File: config.mk
export PLATFORM = sky130hd
export DESIGN_NAME = smm_guard
export DESIGN_NICKNAME = d
export VERILOG_FILES = /design/src/rtl/smm_pkg.sv /design/src/rtl/smm_window.sv /design/src/rtl/smm_topseg.sv /design/src/rtl/smm_lock.sv /design/src/rtl/smm_guard.sv
export SDC_FILE = /design/constraint.sdc
export NUM_CORES = 1
export LEC_CHECK = 0
export BUFFER_PORTS_ARGS = -buffer_cell sky130_fd_sc_hd__buf_4
export CORE_AREA = 2 2 66 68
export DETAILED_ROUTE_END_ITERATION = 10
export DIE_AREA = 0 0 68 70
export PLACE_DENSITY = 0.74
export SETUP_SLACK_MARGIN = 0.3
export SLEW_MARGIN = 40
export SYNTH_ARGS = -nofsm -noshare
export SYNTH_HDL_FRONTEND = slang
export SYNTH_SLANG_ARGS = --single-unit
File: constraint.sdc
create_clock -name clk -period 5.72 [get_ports clk]
set_input_delay 0.572 -clock clk [delete_from_list [all_inputs] [get_ports clk]]
set_output_delay 0.572 -clock clk [all_outputs]
set_load 0.01 [all_outputs]
File: src/rtl/smm_pkg.sv
package smm_pkg;
  typedef enum logic [1:0] {
    DEC_NORMAL   = 2'b00,
    DEC_SMRAM    = 2'b01,
    DEC_REDIRECT = 2'b10,
    DEC_ABORT    = 2'b11
  } dec_e;

  localparam logic [1:0] SRC_CPU = 2'b00;

  localparam int unsigned NUM_FIXED = 2;
  localparam int unsigned REGION_EN_W = NUM_FIXED + 1;
endpackage

File: src/rtl/smm_window.sv
module smm_window #(
  parameter int unsigned ADDR_W = 32,
  parameter logic [ADDR_W-1:0] BASE = '0,
  parameter logic [ADDR_W-1:0] SIZE = 'h20000
) (
  input  logic [ADDR_W-1:0] addr,
  input  logic              en,
  output logic              hit
);
  localparam logic [ADDR_W-1:0] LIMIT = BASE + SIZE;

  always_comb begin
    hit = en && (addr >= BASE) && (addr < LIMIT);
  end
endmodule

File: src/rtl/smm_topseg.sv
module smm_topseg #(
  parameter int unsigned ADDR_W = 32
) (
  input  logic [ADDR_W-1:0] addr,
  input  logic              en,
  input  logic [1:0]        size_sel,
  input  logic [ADDR_W-1:0] tom,
  output logic              hit
);
  localparam logic [ADDR_W-1:0] SZ_128K = ADDR_W'(32'h0002_0000);
  localparam logic [ADDR_W-1:0] SZ_512K = ADDR_W'(32'h0008_0000);
  localparam logic [ADDR_W-1:0] SZ_1M   = ADDR_W'(32'h0010_0000);

  logic [ADDR_W-1:0] seg_size;
  logic [ADDR_W-1:0] seg_base;
  logic              size_ok;

  always_comb begin
    size_ok  = 1'b1;
    seg_size = SZ_128K;
    case (size_sel)
      2'b00:   seg_size = SZ_128K;
      2'b01:   seg_size = SZ_512K;
      2'b10:   seg_size = SZ_1M;
      default: size_ok  = 1'b0;
    endcase
    seg_base = tom - seg_size;
    hit = en && size_ok && (tom >= seg_size) &&
          (addr >= seg_base) && (addr < tom);
  end
endmodule

File: src/rtl/smm_lock.sv
module smm_lock (
  input  logic clk,
  input  logic rst,
  input  logic set,
  output logic locked
);
  always_ff @(posedge clk) begin
    if (rst)      locked <= 1'b0;
    else if (set) locked <= 1'b1;
  end
endmodule

File: src/rtl/smm_guard.sv
module smm_guard
  import smm_pkg::*;
#(
  parameter int unsigned ADDR_W = 32,
  parameter logic [ADDR_W-1:0] LEGACY_BASE = ADDR_W'(32'h000A_0000),
  parameter logic [ADDR_W-1:0] LEGACY_SIZE = ADDR_W'(32'h0002_0000),
  parameter logic [ADDR_W-1:0] HIGH_BASE   = ADDR_W'(32'h0010_0000),
  parameter logic [ADDR_W-1:0] HIGH_SIZE   = ADDR_W'(32'h0002_0000)
) (
  input  logic                   clk,
  input  logic                   rst,
  input  logic                   req_valid,
  input  logic [ADDR_W-1:0]      req_addr,
  input  logic [1:0]             req_src,
  input  logic                   req_smm,
  input  logic [REGION_EN_W-1:0] cfg_region_en,
  input  logic [1:0]             cfg_top_size,
  input  logic [ADDR_W-1:0]      cfg_tom,
  input  logic                   cfg_open,
  input  logic                   cfg_lock_set,
  output logic                   dec_valid,
  output logic [1:0]             dec_code
);
  localparam logic [NUM_FIXED-1:0][ADDR_W-1:0] FIX_BASE = {HIGH_BASE, LEGACY_BASE};
  localparam logic [NUM_FIXED-1:0][ADDR_W-1:0] FIX_SIZE = {HIGH_SIZE, LEGACY_SIZE};

  logic [NUM_FIXED-1:0] fixed_hit;
  logic                 top_hit;
  logic                 legacy_hit;
  logic                 hit_any;
  logic                 lock_q;
  logic                 may_enter;
  dec_e                 next_code;

  for (genvar g = 0; g < NUM_FIXED; g++) begin : g_fixed
    smm_window #(
      .ADDR_W(ADDR_W),
      .BASE  (FIX_BASE[g]),
      .SIZE  (FIX_SIZE[g])
    ) u_win (
      .addr(req_addr),
      .en  (cfg_region_en[g]),
      .hit (fixed_hit[g])
    );
  end

  smm_topseg #(.ADDR_W(ADDR_W)) u_top (
    .addr    (req_addr),
    .en      (cfg_region_en[NUM_FIXED]),
    .size_sel(cfg_top_size),
    .tom     (cfg_tom),
    .hit     (top_hit)
  );

  smm_lock u_lock (
    .clk   (clk),
    .rst   (rst),
    .set   (cfg_lock_set),
    .locked(lock_q)
  );

  always_comb begin
    legacy_hit = fixed_hit[0];
    hit_any    = (|fixed_hit) | top_hit;
    may_enter  = req_smm | (cfg_open & ~lock_q);
    if (!hit_any)               next_code = DEC_NORMAL;
    else if (req_src != SRC_CPU) next_code = DEC_ABORT;
    else if (may_enter)         next_code = DEC_SMRAM;
    else if (legacy_hit)        next_code = DEC_REDIRECT;
    else                        next_code = DEC_ABORT;
  end

  always_ff @(posedge clk) begin
    if (rst) begin
      dec_valid <= 1'b0;
      dec_code  <= DEC_NORMAL;
    end else begin
      dec_valid <= req_valid;
      if (req_valid) dec_code <= next_code;
    end
  end
endmodule

==> reports/results.txt, run 1 <==
worst slew slack as a fraction of its limit - 0.705
synthesis-stage register bit count - 4
EDFF count, synth - 0
net switching share of the total power - 0.369
H-Tree Level Count - 1
die height - 70 um
WL per Instance - 12.8 um
first-pass iteration count of the detailed router - 4
most repeated library cell on the critical path - sky130_fd_sc_hd__ha_1
register share of total power - 0.121
Fill cells - 399
worst min-delay path category - flip-flop to flip-flop
cell at the root of the clock tree - sky130_fd_sc_hd__clkbuf_8
Internal Dissipation - 159 uW
Post-Synthesis Cells - 238
combinational power share - 0.650
average via count per standard cell - 5.35
initial detailed-routing violation count - 89
Non-Filler Cell Area, Final - 2470 sq um
wire length after detailed routing - 4760 um
proportion of synthesized flip-flops having asynchronous set or reset - 0
number of antenna violations at the first check in global routing - 0
unrepaired setup endpoints after global routing - no
number of distinct library cells after synthesis - 40
number of buffers on the longest clock path - 2
Worst-Skew Late Latency - 0.21 ns
clock power share - 0.229
DRC errors left - 0
data arrival time of the worst path - 3.72 ns
Power per Cell Area - 102 nW/um^2
number of buffers created by CTS - 3
number of hold buffers added after CTS - 0
sequence of cells on the critical path - buf_4 -> inv_1 -> ha_1 -> ha_1 -> ha_1 -> inv_1 -> a21oi_1 -> o21bai_1 -> nor2_2 -> nand2_1 -> nor4_2 -> xnor2_1 -> ha_1 -> nand4_1 -> or4_1 -> nor3_1 -> or3_1 -> o211ai_2 -> a31oi_1
kind of start point of the critical path - primary input
worst hold stages - 2
Most used DFF post-synth - sky130_fd_sc_hd__dfxtp_1
Register-to-Register Setup Slack - 4.55 ns
ratio of final minimum period to clock period - 0.626
Final Net Count - 453
clock slew at the register clock pins of the worst setup and hold paths - 0.03 ns
R2R Path Start - u_lock.locked$_SDFFE_PP0P_
Final min period - 3.58 ns
terminus of the critical flop-to-flop path - dec_code[1]$_SDFFE_PP0P_
remaining antenna violation count - 0
antenna cells - 0
final-layout setup total negative slack - 0 ns
count of warnings emitted by yosys - 0
CTS Sinks - 4
CP peak stage delay - 0.46 ns
Worst Max-Slew Pin Slew - 0.442 ns
Final Wtd Congestion - 0.837
gate family responsible for the most delay along the worst path - simple AND/OR/NAND/NOR gates
largest driver fanout on the critical path - 4
first-pass GRT wire length - 7880 um
Buffers on Ports - 79
Crit-path slowest cell - sky130_fd_sc_hd__or4_1
largest net degree at the start of global routing - 6
final clock skew - 0.00263 ns
post-DP HPWL - 4280 um
count of buffers added by post-CTS timing repair for setup - 0
floorplan die area - 4760 sq um
Worst Hold Slack - 0.458 ns
Final setup viols - 0
hold endpoint - u_lock.locked$_SDFFE_PP0P_
mapped cell area - 1770 sq um
final max-slew violation count - 0
routed vias - 1,992
switching pwr - 93.1 uW
layout overhead on the synthesized area - 39.4%
start point of the worst hold path - u_lock.locked$_SDFFE_PP0P_
area of the placeable core - 4140 sq um
CTS tree - yes
sequential-to-total area share from yosys stat - 0.0452
Worst Reg-to-Reg Cells - 5
kind of capture point of the worst setup path - flip-flop
number of global-route vias before repair - 1,977
maximum operating frequency - 279 MHz
result of the run - finished clean
number of hold violations in the final report - 0
Static Leakage - 1.28 nW
Max Cap Violations - 0
horizontal die dimension - 68 um
FP Rows - 24
Resized cells post-CTS - 0
largest voltage drop on the vdd net - 0.0719 mV
Overall Global Routing Usage - 0.207
nets in the synthesized netlist - 369
Req. time, crit path - 5.86 ns
global-route congestion overflow total - 0
number of buffer and inverter stages on the critical path - 3
fraction of layout cells with a size suffix above 1 - 0.294
Post-Place Cell Area - 2430 sq um
worst setup path class - primary input to flip-flop
average size of a mapped cell - 7.45 sq um
I/O Pins - 80
initial cell density of the core - 0.428
==> sequential cells by signal, indices dropped and copies added, names as in the netlist <==
signal and flops:
dec_code 2, dec_valid 1, u_lock.locked 1
==> worst max path at each step <==
stage                          startpoint                       end  cells past startpoint
after detailed placement  cfg_top_size[0]  dec_code[0]$_SDFFE_PP0P_                     19
after CTS                 cfg_top_size[0]  dec_code[0]$_SDFFE_PP0P_                     19
after floorplan           cfg_top_size[0]  dec_code[0]$_SDFFE_PP0P_                     18
after global routing      cfg_top_size[0]  dec_code[0]$_SDFFE_PP0P_                     19
final                     cfg_top_size[0]  dec_code[0]$_SDFFE_PP0P_                     19
after global placement    cfg_top_size[0]  dec_code[0]$_SDFFE_PP0P_                     19
==> Yosys cell counts (2+ instances only) <==
cell / n / share of area
sky130_fd_sc_hd__a211oi_1: 3 / 0.013
sky130_fd_sc_hd__a21o_1: 2 / 0.0085
sky130_fd_sc_hd__a21oi_1: 25 / 0.071
sky130_fd_sc_hd__dfxtp_1: 4 / 0.045
sky130_fd_sc_hd__ha_1: 54 / 0.38
sky130_fd_sc_hd__inv_1: 38 / 0.080
sky130_fd_sc_hd__inv_2: 3 / 0.0064
sky130_fd_sc_hd__nand2_1: 14 / 0.030
sky130_fd_sc_hd__nand2b_1: 3 / 0.011
sky130_fd_sc_hd__nand3_1: 10 / 0.028
sky130_fd_sc_hd__nand4_1: 11 / 0.039
sky130_fd_sc_hd__nor2_1: 10 / 0.021
sky130_fd_sc_hd__nor3_1: 6 / 0.017
sky130_fd_sc_hd__nor4_1: 8 / 0.028
sky130_fd_sc_hd__nor4_2: 3 / 0.021
sky130_fd_sc_hd__o21ai_0: 6 / 0.017
sky130_fd_sc_hd__o21bai_1: 3 / 0.013
sky130_fd_sc_hd__or4_1: 2 / 0.0085
sky130_fd_sc_hd__xnor2_1: 12 / 0.059
==> power by group through the flow <==
stage | clock [mW] | sequential [mW] | combinational, mW
floorplan | 0 | 0.0311 | 0.0883
global placement | 0 | 0.0307 | 0.160
detailed placement | 0 | 0.0307 | 0.164
CTS | 0.0592 | 0.0303 | 0.165
global route | 0.0613 | 0.0305 | 0.186
finish | 0.0578 | 0.0304 | 0.164
==> kinds of logic after synthesis <==
family / after synthesis / synth area share
AO/OA/AOI/OAI: 48 / 0.166
XOR/XNOR: 13 / 0.0642
adder cells (fa/ha/maj): 54 / 0.381
buffers and inverters: 41 / 0.0868
flip-flops: 4 / 0.0452
AND/OR/NAND/NOR: 78 / 0.257
==> worst register-to-register path: cells and delay by family (launching register included) <==
family                 cells  cell delay [ns]
AO/OA/AOI/OAI              4             0.69
flip-flops                 1             0.30
buffers and inverters      1             0.05
==> layout make-up <==
type	instances	area (sq um)	share of cell area
Timing Repair Buffer	79	593	0.240
Multi-Input combinational cell	193	1540	0.622
Tap cell	52	65.1	0.0263
Inverter	41	154	0.0622
Sequential cell	4	80.1	0.0324
Clock buffer	3	41.3	0.0167
==> cells in the final DEF, fill, tap and decap left out, types with 4 or more instances in the layout <==
master and count:
sky130_fd_sc_hd__inv_1 38, sky130_fd_sc_hd__ha_1 54, sky130_fd_sc_hd__buf_4 79, sky130_fd_sc_hd__nor4_1 8, sky130_fd_sc_hd__a21oi_1 25, sky130_fd_sc_hd__nor3_1 6
sky130_fd_sc_hd__o21ai_0 6, sky130_fd_sc_hd__nand2_1 14, sky130_fd_sc_hd__nand3_1 10, sky130_fd_sc_hd__nor2_1 10, sky130_fd_sc_hd__dfxtp_1 4, sky130_fd_sc_hd__xnor2_1 12
sky130_fd_sc_hd__nand4_1 11
==> metrics by stage <==
step / instances / total power [mW] / util / setup WS, ns
detailed placement: 369 / 0.194 / 0.587 / 1.91
global placement: 369 / 0.191 / 0.587 / 2.02
finish: 372 / 0.252 / 0.597 / 2.14
CTS: 372 / 0.255 / 0.597 / 2.13
global route: 372 / 0.278 / 0.597 / 1.88
floorplan: 238 / 0.119 / - / 2.35
==> metal layers <==
layer,vias up,part of all wire,GRT usage
met5,-,0,0
li1,1036,-,-
met3,6,0.086,0.0386
met4,0,0.018,0.0467
met1,875,0.40,0.233
met2,75,0.49,0.386
Note: power is estimated with default switching activity, not from simulation.
==> inputs of run 2 (changes only) <==
==> constraint.sdc (replaced) <==
create_clock -name clk -period 3.5 [get_ports clk]
set_input_delay 0.35 -clock clk [delete_from_list [all_inputs] [get_ports clk]]
set_output_delay 0.35 -clock clk [all_outputs]
set_load 0.01 [all_outputs]
==> run 2 against run 1 <==
  * Clock-buffer cell count did not move
  * Hold slack got worse by 0.14 ns
  * Sequential power rose by 63%
  * Total power rose by 82%
  * Largest cell class unchanged
==> reports/results.txt, run 2 (synthesized netlist as in run 1, its figures left out) <==
unrepaired setup endpoints after global routing - yes
amount of wire on met3 after detailed routing - 316 um
fraction of layout cells with a size suffix above 1 - 0.380
clock slew at the register clock pins of the worst setup and hold paths - 0.03 ns
Largest register FFs - 2
Multi-input gate area - 1670 sq um
highest metal used - met4
area of the placeable core - 4140 sq um
Register-to-Register Setup Slack - 2.40 ns
CTS tree - yes
most repeated library cell on the critical path - sky130_fd_sc_hd__ha_4
Buffers on Ports - 79
horizontal die dimension - 68 um
most frequent cells in the layout - sky130_fd_sc_hd__buf_4, sky130_fd_sc_hd__ha_1, sky130_fd_sc_hd__inv_1
worst setup path class - primary input to flip-flop
number of antenna violations at the first check in global routing - 0
largest voltage drop on the vdd net - 0.108 mV
H-Tree Level Count - 1
initial cell density of the core - 0.428
number of hold buffers added after CTS - 0
register share of total power - 0.108
switching pwr - 176 uW
DRC errors left - 0
final max-slew violation count - 0
most common cell after layout, fill and taps aside - sky130_fd_sc_hd__buf_4
Worst Reg-to-Reg Cells - 5
Most flops, register - dec_code
kind of start point of the critical path - primary input
combined flip-flop and latch cell area - 80.1 sq um
post-DP HPWL - 4310 um
CTS Sinks - 4
R2R Path Start - u_lock.locked$_SDFFE_PP0P_
gate family responsible for the most delay along the worst path - simple AND/OR/NAND/NOR gates
WP depth - 18
layout overhead on the synthesized area - 52.9%
result of the run - finished clean
routed vias - 2,058
final clock skew - 0.00133 ns
Final setup viols - 0
biggest regs - dec_code (2), dec_valid (1), u_lock.locked (1)
first-pass iteration count of the detailed router - 4
first-pass GRT wire length - 8400 um
worst slew slack as a fraction of its limit - 0.755
CP peak stage delay - 0.53 ns
WL per Instance - 13.6 um
Max Cap Violations - 0
sequence of cells on the critical path - buf_6 -> ha_4 -> ha_4 -> ha_4 -> inv_2 -> a21oi_2 -> o21bai_1 -> buf_4 -> buf_6 -> nor3_4 -> xnor2_2 -> ha_1 -> nand4_1 -> or4_4 -> o21ai_2 -> or3_1 -> o211ai_2 -> a31oi_1
remaining antenna violation count - 0
ratio of final minimum period to clock period - 0.905
utilization of the core after routing - 0.654
worst hold stages - 2
maximum operating frequency - 316 MHz
combinational power share - 0.673
Crit-path slowest cell - sky130_fd_sc_hd__or4_4
number of buffers created by CTS - 3
net switching share of the total power - 0.384
global-route congestion overflow total - 0
Fill cells - 371
crit path from - cfg_top_size[1]
Static Leakage - 1.36 nW
I/O Pins - 80
Worst-Skew Late Latency - 0.22 ns
antenna cells - 0
Final Wtd Congestion - 0.875
Overall Global Routing Usage - 0.220
Final min period - 3.17 ns
largest net degree at the start of global routing - 6
worst min-delay path category - primary input to flip-flop
Final Net Count - 465
cell at the root of the clock tree - sky130_fd_sc_hd__clkbuf_8
floorplan die area - 4760 sq um
total power after layout - 458 uW
Worst Max-Slew Pin Slew - 0.363 ns
final-layout setup total negative slack - 0 ns
total met2 wirelength after detailed routing - 2670 um
Req. time, crit path - 3.64 ns
data arrival time of the worst path - 3.31 ns
start point of the worst hold path - rst
number of hold violations in the final report - 0
Power per Cell Area - 169 nW/um^2
wire length after detailed routing - 5210 um
die height - 70 um
number of global-route vias before repair - 2,029
Internal Dissipation - 283 uW
initial detailed-routing violation count - 86
largest driver fanout on the critical path - 3
Worst Hold Slack - 0.320 ns
number of buffers on the longest clock path - 2
kind of capture point of the worst setup path - flip-flop
wire length the detailed router placed on met1 - 2100 um
FP Rows - 24
clock power share - 0.219
average via count per standard cell - 5.36
number of buffer and inverter stages on the critical path - 4
## run 2: cell types whose count changed in the layout (fill, tap and decap cells not counted), sizes merged
cell / change
buf: +12
## run 2: path summary, 6_finish.rpt
check	endpoint
worst max-delay path	dec_code[0]$_SDFFE_PP0P_
worst max register to register	dec_code[1]$_SDFFE_PP0P_
worst min register to register	u_lock.locked$_SDFFE_PP0P_
worst min-delay path	u_lock.locked$_SDFFE_PP0P_
## run 2: cell type report
| type | instances | share of cell area |
|---|---|---|
| inverter | 41 | 0.0577 |
| timing repair buffer | 91 | 0.257 |
| multi-input combinational | 193 | 0.616 |
| clock buffer | 3 | 0.0152 |
| sequential | 4 | 0.0295 |
| tap | 52 | 0.0240 |
## run 2: timing repair
item,CTS,global route
setup buffers,6,2
pin swaps,16,20
gates resized for setup,20,11
endpoints found under the setup margin,2,2
## run 2: stage by stage
| stage | setup WS (ns) | instance area [sq um] | std cells |
|---|---|---|---|
| 2_1_floorplan | 0.347 | 1770 | 238 |
| 3_3_place_gp | 0.0672 | 2460 | 373 |
| 3_5_place_dp | -0.0585 | 2460 | 373 |
| 4_1_cts | 0.273 | 2650 | 382 |
| 5_1_grt | 0.210 | 2710 | 384 |
| 6_report | 0.334 | 2710 | 384 |
## run 2: worst reg2reg max path: stages, from the launching register on
cell                      delay (ns)
sky130_fd_sc_hd__dfxtp_1        0.30
sky130_fd_sc_hd__inv_1          0.05
sky130_fd_sc_hd__a21oi_1        0.08
sky130_fd_sc_hd__o31ai_1        0.29
sky130_fd_sc_hd__o32a_1         0.20
sky130_fd_sc_hd__o21ai_1        0.05
## run 2: power groups by stage
stage	clock network (mW)	logic, mW	registers, mW
2_1_floorplan	0	0.144	0.0509
3_3_place_gp	0	0.267	0.0502
3_5_place_dp	0	0.273	0.0503
4_1_cts	0.102	0.293	0.0497
5_1_grt	0.104	0.344	0.0499
6_report	0.100	0.309	0.0497
## run 2: routing by layer
layer	GRT usage	vias up
li1	-	1061
met1	0.266	914
met2	0.399	73
met3	0.0242	10
met4	0.0578	0
met5	0	-
==> inputs of run 3 (changes only) <==
--- a/config.mk
+++ b/config.mk
@@ -6,10 +6,10 @@
 export NUM_CORES = 1
 export LEC_CHECK = 0
 export BUFFER_PORTS_ARGS = -buffer_cell sky130_fd_sc_hd__buf_4
-export CORE_AREA = 2 2 66 68
+export CORE_AREA = 2 2 72 74
 export DETAILED_ROUTE_END_ITERATION = 10
-export DIE_AREA = 0 0 68 70
-export PLACE_DENSITY = 0.74
+export DIE_AREA = 0 0 74 76
+export PLACE_DENSITY = 0.63
 export SETUP_SLACK_MARGIN = 0.3
 export SLEW_MARGIN = 40
 export SYNTH_ARGS = -nofsm -noshare
==> constraint.sdc (replaced) <==
create_clock -name clk -period 4 [get_ports clk]
set_input_delay 0.4 -clock clk [delete_from_list [all_inputs] [get_ports clk]]
set_output_delay 0.4 -clock clk [all_outputs]
set_load 0.01 [all_outputs]
==> run 3 against run 2 <==
  * Setup slack better by 0.37 ns
  * Final cell count up 1.6%
  * Combinational power down 24%
  * Die area up 18%
  * Core utilization down 15 points
  * Hold slack better by 0.057 ns
  * Wire length down 7.4%
  * Clock-buffer cell count unchanged
  * Non-clock buffer count down 12
  * Flip-flop and latch count unchanged
  * Sequential power down 13%
  * Via count down 3.9%
  * Highest routed layer unchanged
==> reports/results.txt, run 3 (synthesized netlist as in run 1, its figures left out) <==
Final min period - 3.30 ns
number of buffers created by CTS - 3
largest net degree at the start of global routing - 6
number of hold violations in the final report - 0
floorplan die area - 5620 sq um
most repeated library cell on the critical path - sky130_fd_sc_hd__ha_1
largest driver fanout on the critical path - 4
first-pass iteration count of the detailed router - 4
unrepaired setup endpoints after global routing - no
Max Cap Violations - 0
biggest regs - dec_code (2), dec_valid (1), u_lock.locked (1)
sequence of cells on the critical path - buf_4 -> inv_1 -> ha_1 -> ha_1 -> ha_1 -> inv_1 -> a21oi_1 -> o21bai_2 -> nor2_2 -> nand2_1 -> nor4_2 -> xnor2_1 -> ha_1 -> nand4_1 -> or4_1 -> nor3b_1 -> o211ai_2 -> a31oi_1
Non-Filler Cell Area, Final - 2500 sq um
most frequent cells in the layout - sky130_fd_sc_hd__buf_4, sky130_fd_sc_hd__ha_1, sky130_fd_sc_hd__inv_1
CTS tree - yes
final clock skew - 0.000675 ns
number of buffers on the longest clock path - 2
kind of start point of the critical path - primary input
Worst Max-Slew Pin Slew - 0.399 ns
number of antenna violations at the first check in global routing - 0
initial cell density of the core - 0.361
DRC errors left - 0
I/O Pins - 80
worst slew slack as a fraction of its limit - 0.733
number of hold buffers added after CTS - 0
Worst-Skew Late Latency - 0.22 ns
FP Rows - 26
Static Leakage - 1.28 nW
die height - 76 um
Resized cells post-CTS - 0
maximum operating frequency - 303 MHz
area of the placeable core - 4910 sq um
clock slew at the register clock pins of the worst setup and hold paths - 0.03 ns
horizontal die dimension - 74 um
CTS Sinks - 4
average via count per standard cell - 5.07
post-DP HPWL - 4410 um
final-layout setup total negative slack - 0 ns
Final Wtd Congestion - 0.889
Overall Global Routing Usage - 0.181
final max-slew violation count - 0
Worst Hold Slack - 0.377 ns
fraction of layout cells with a size suffix above 1 - 0.297
number of global-route vias before repair - 2,025
Crit-path slowest cell - sky130_fd_sc_hd__or4_1
Register-to-Register Setup Slack - 2.88 ns
antenna cells - 0
Final setup viols - 0
count of buffers added by post-CTS timing repair for setup - 0
layout overhead on the synthesized area - 40.9%
Req. time, crit path - 4.15 ns
CP peak stage delay - 0.46 ns
most common cell after layout, fill and taps aside - sky130_fd_sc_hd__buf_4
initial detailed-routing violation count - 42
worst min-delay path category - primary input to flip-flop
result of the run - finished clean
routed vias - 1,978
Power per Cell Area - 147 nW/um^2
Most flops, register - dec_code
Largest register FFs - 2
remaining antenna violation count - 0
WL per Instance - 12.4 um
wire length after detailed routing - 4830 um
global-route congestion overflow total - 0
first-pass GRT wire length - 8250 um
Post-Place Cell Area - 2450 sq um
Buffers on Ports - 79
worst setup path class - primary input to flip-flop
kind of capture point of the worst setup path - flip-flop
slack of the critical path - 0.703 ns
largest voltage drop on the vdd net - 0.0939 mV
Final Net Count - 453
Placement Setup Slack - 0.360 ns
ratio of final minimum period to clock period - 0.824
data arrival time of the worst path - 3.45 ns
cell at the root of the clock tree - sky130_fd_sc_hd__clkbuf_8
H-Tree Level Count - 1
[run 3: metrics by stage]
step | std cells | utilization | power (mW)
global route | 390 | 0.509 | 0.408
CTS | 390 | 0.508 | 0.369
floorplan | 238 | - | 0.171
detailed placement | 387 | 0.499 | 0.278
finish | 390 | 0.509 | 0.367
global placement | 387 | 0.499 | 0.274
[run 3: worst paths after layout]
kind                                end                  startpoint  depth (start not counted)
min reg2reg  u_lock.locked$_SDFFE_PP0P_  u_lock.locked$_SDFFE_PP0P_                          2
max            dec_code[0]$_SDFFE_PP0P_             cfg_top_size[0]                         18
min          u_lock.locked$_SDFFE_PP0P_                         rst                          2
max reg2reg    dec_code[1]$_SDFFE_PP0P_  u_lock.locked$_SDFFE_PP0P_                          5
[run 3: routing by layer]
| metal | global-route usage | wire [um] |
|---|---|---|
| met1 | 0.212 | 2030 |
| met2 | 0.311 | 2290 |
| met3 | 0.0437 | 379 |
| met4 | 0.0673 | 121 |
| met5 | 0 | 0 |
[run 3: power breakdown]
part           internal, mW  switching, mW
clock network        0.0645         0.0247
registers            0.0423        0.00103
logic                 0.121          0.113
total                 0.228          0.139
[run 3: area by class of cell]
class                   instances  area (sq um)
clock buffers                   3          41.3
inverters                      41           154
flip-flops and latches          4          80.1
fillers                       518          2410
multi-input cells             193          1540
repair buffers                 79           593
well taps                      70          87.6
[run 3: worst max-delay path: cells and delay by family]
| family | cells | cell delay, ns |
|---|---|---|
| and+or+nand+nor | 6 | 1.27 |
| adders and majority gates | 4 | 0.90 |
| AOI/OAI and AO/OA | 4 | 0.60 |
| buffers and inverters | 3 | 0.18 |
| xor gates and xnor gates | 1 | 0.11 |
